$ cat src/rtl/pause_frame_gen.sv
module pause_frame_gen #(
  parameter int          PT_W        = 16,
  parameter int          FRAME_BYTES = 60,
  parameter logic [47:0] DEST_ADDR   = 48'h0180C2000001,
  parameter logic [15:0] CTRL_TYPE   = 16'h8808,
  parameter logic [15:0] PAUSE_OP    = 16'h0001
) (
  input  logic        clk,
  input  logic        rst,
  input  logic        reg_wr_en,
  input  logic [31:0] reg_wr_data,
  output logic [31:0] reg_rd_data,
  input  logic [47:0] stn_addr,
  output logic [7:0]  tx_data,
  output logic        tx_valid,
  input  logic        tx_ready,
  output logic        tx_sof,
  output logic        tx_eof
);

  localparam int IDX_W    = $clog2(FRAME_BYTES);
  localparam int LAST_IDX = FRAME_BYTES - 1;
  localparam int PT_LSB   = 32 - PT_W;

  logic             busy_q;
  logic [IDX_W-1:0] idx_q;
  logic [PT_W-1:0]  pt_q;
  logic [47:0]      sa_q;
  logic [7:0]       byte_c;
  logic             accept;
  logic             last;
  int               k;

  assign accept = busy_q && tx_ready;
  assign last   = (int'(idx_q) == LAST_IDX);

  always_ff @(posedge clk) begin
    if (rst) begin
      busy_q <= 1'b0;
      idx_q  <= '0;
      pt_q   <= '0;
      sa_q   <= '0;
    end else if (!busy_q) begin
      if (reg_wr_en) begin
        pt_q <= reg_wr_data[31:PT_LSB];
        if (reg_wr_data[0]) begin
          busy_q <= 1'b1;
          idx_q  <= '0;
          sa_q   <= stn_addr;
        end
      end
    end else if (accept) begin
      if (last) begin
        busy_q <= 1'b0;
        idx_q  <= '0;
      end else begin
        idx_q <= idx_q + 1'b1;
      end
    end
  end

  always_comb begin
    k      = int'(idx_q);
    byte_c = 8'h00;
    if (k < 6)
      byte_c = 8'(DEST_ADDR >> (8 * (5 - k)));
    else if (k < 12)
      byte_c = 8'(sa_q >> (8 * (11 - k)));
    else if (k == 12)
      byte_c = CTRL_TYPE[15:8];
    else if (k == 13)
      byte_c = CTRL_TYPE[7:0];
    else if (k == 14)
      byte_c = PAUSE_OP[15:8];
    else if (k == 15)
      byte_c = PAUSE_OP[7:0];
    else if (k == 16)
      byte_c = 8'(pt_q >> 8);
    else if (k == 17)
      byte_c = pt_q[7:0];
  end

  assign tx_data     = byte_c;
  assign tx_valid    = busy_q;
  assign tx_sof      = busy_q && (idx_q == '0);
  assign tx_eof      = busy_q && last;
  assign reg_rd_data = {pt_q, {(PT_LSB-1){1'b0}}, busy_q};

endmodule


$ cat config.mk
export PLATFORM = sky130hd
export DESIGN_NAME = pause_frame_gen
export DESIGN_NICKNAME = d
export VERILOG_FILES = /design/src/rtl/pause_frame_gen.sv
export SDC_FILE = /design/constraint.sdc
export NUM_CORES = 1
export LEC_CHECK = 0
export BUFFER_PORTS_ARGS = -buffer_cell sky130_fd_sc_hd__clkbuf_2
export CAP_MARGIN = 20
export CORE_ASPECT_RATIO = 0.8
export CORE_UTILIZATION = 54
export CTS_CLUSTER_DIAMETER = 30
export CTS_CLUSTER_SIZE = 24
export DETAILED_ROUTE_END_ITERATION = 16
export GPL_TIMING_DRIVEN = 0
export PLACE_DENSITY = 0.9
export REMOVE_ABC_BUFFERS = 1
export SLEW_MARGIN = 20
export SYNTH_ARGS = -nofsm -noshare
export SYNTH_HDL_FRONTEND = slang
export SYNTH_SLANG_ARGS = --single-unit
export TNS_END_PERCENT = 50
$ cat constraint.sdc
create_clock -name clk -period 6.7 [get_ports clk]
set_input_delay 0 -clock clk [delete_from_list [all_inputs] [get_ports clk]]
set_output_delay 0 -clock clk [all_outputs]
set_load 0.1 [all_outputs]
==> metrics.cfg <==
[run_status]
status = finished, final reports clean

[grt]
grt_start_max_net_pins = 68
grt_overflow_total = 0
grt_usage = 0.313
antenna_found_initial = 0
grt_pass1_wl_mm = 16.5
grt_pass1_vias = 3479

[yosys]
yosys_warnings = 0
synth_seq_cells = 71
yosys_most_used_dff = dfxtp_1
synth_enable_flop_cells = 0
synth.avg_cell_area_um2 = 7.92
async_flop_share = 0
synthesis.area_um2 = 3530
yosysUniqueCellTypes = 46
yosysSeqAreaShare = 0.403
synth_cells = 445

[critical_path]
worst-path-max-fanout = 25
crit_type = reg -> out
reg2reg_slack_ps = 4370
crit_path_end_kind = primary output
reg2reg_depth = 6
crit_required_ps = 6700
start_kind = flop
arrival_ps = 3720

[placed_design]
place_ws_ps = 3420
numPortBuffers = 96
hpwl_mm = 5.90
place.gp.congestion = 0.857

[finish]
final_common_cell = nand2_1
antenna_cells = 0
multiInputGateArea_um2 = 1870
n_fill_cell = 400
drive_gt1_frac = 0.218
regArea_um2 = 1420
areaGrowthSynthToFinish_pct = 37.2
nets = 682
layout_common_cells = nand2_1 (137), clkbuf_2 (95), a21oi_1 (73)

[worst_hold_path]
hold_path_class = in -> reg
hold_depth = 4

[floorplan]
dieArea_um2 = 6860
core_um2 = 6100
fp.dieH_um = 74.3
die_x_um = 92.3
rows = 25
pin_count = 127
initial_core_util = 0.578

[job]
cap_violations = 0

[routing]
drt_wl_total_mm = 10.2
wl_per_cell_um = 15.1
first_iter_violations = 383
vias = 3676
drtPass1Iterations = 5
drcViolationCount = 0
ant_nets = 0
avgViaCountPerCell = 5.46

[clock_network]
worstSkewPairLatency_ps = 350
cts_max_level = 3
cts_sinks = 71
cts_tree = done
cts-root-buf = clkbuf_8
cts_made_buffers = 9
clk_pin_slew_worst_paths_ps = 70
post_cts_buffers = 0
clockBufferDepth = 2

[sta]
rsz0062_at_grt = no
setup_tns_ps = 0
drv_slew = 0
tightest_slew_ps = 1000
slew_headroom = 0.329
fmax_mhz = 269
clock_skew_ps = 6.72
fin_crit_sh = 0.555
fin_crit_ps = 3720
setup_viol = 0
setup_ws_ps = 2980
hold_violations = 0

[power]
leakagePower_nw = 2.02
power.density_nw_per_um2 = 228
vdd_drop_max_mv = 0.174

[cells in the mapped netlist (all sizes together), types with 4 or more instances]
library cell	count	area share
a211oi	6	0.014
a21oi	74	0.11
a221oi	5	0.012
buf	26	0.050
clkbuf	21	0.024
dfxtp	71	0.40
ha	11	0.039
inv	7	0.0075
mux2i	10	0.028
mux4	7	0.045
nand2	137	0.15
nand3	5	0.0085
nor2	16	0.017
nor3	7	0.0099
o21ai	4	0.0057
xnor2	5	0.012
[routing by layer]
metal	share of wire	vias to the layer above	wire (um)	global-route usage
met5	0	-	0	0
met2	0.51	182	5170	0.556
met4	0.020	0	201	0.0972
met3	0.079	28	801	0.0900
met1	0.39	1701	4010	0.372
li1	-	1765	-	-
[kinds of logic after synthesis]
family          after synthesis  synth area share
fa+ha+maj                    11            0.0390
other cells                   1           0.00106
mux                          17            0.0731
compound gates              101             0.167
buf+inv                      54            0.0813
xor+xnor                      6            0.0149
flops                        71             0.403
simple gates                184             0.220
[worst max-delay path, cell delays in order, from the launching register on]
cell and delay [ps]:
dfxtp_1 950, inv_1 230, ha_1 340, nor3b_1 810, a221oi_1 230, a211oi_1 280, clkbuf_2 520
[layout make-up]
| cell class | instances | area share |
|---|---|---|
| clock inverters | 6 | 0.0225 |
| flip-flops and latches | 71 | 0.294 |
| inverters | 7 | 0.00543 |
| clock buffers | 10 | 0.0264 |
| well taps | 81 | 0.0210 |
| multi-input cells | 334 | 0.387 |
| repair buffers | 164 | 0.243 |
[registers in the layout, summed over array words and instances (netlist names)]
signal,cells
sa_q,48
tx_valid,1
pt_q,16
idx_q,6
[where the power goes]
group          internal, W  switching, W  leakage (nW)
Clock             0.000247      0.000159         0.120
Sequential        0.000443     0.0000202         0.581
Combinational    0.0000739      0.000163          1.32
[stage by stage]
step | hold slack, ps | instances | util | total power (W) | area (um^2)
CTS | 48.3 | 673 | 0.793 | 0.00110 | 4830
global placement | 224 | 589 | 0.639 | 0.000666 | 3900
global route | 72.6 | 673 | 0.793 | 0.00115 | 4840
detailed placement | 231 | 592 | 0.647 | 0.000673 | 3950
floorplan | 69.1 | 412 | - | 0.000618 | 3320
finish | 59.0 | 673 | 0.793 | 0.00111 | 4840
[final timing paths]
| path | start | to |
|---|---|---|
| setup reg to reg | idx_q[2]$_SDFFE_PP0P_ | idx_q[0]$_SDFFE_PP0P_ |
| setup / recovery | idx_q[1]$_SDFFE_PP0P_ | tx_data[4] |
| hold / removal | reg_wr_data[0] | tx_valid$_SDFF_PP0_ |
| hold reg to reg | sa_q[43]$_SDFFE_PP0P_ | sa_q[43]$_SDFFE_PP0P_ |
[what timing repair did]
item	in CTS	in global routing
hold buffers	65	0
hold endpoints to repair	66	0
gates resized for setup	0	0
Note: power is estimated with default switching activity, not from simulation.
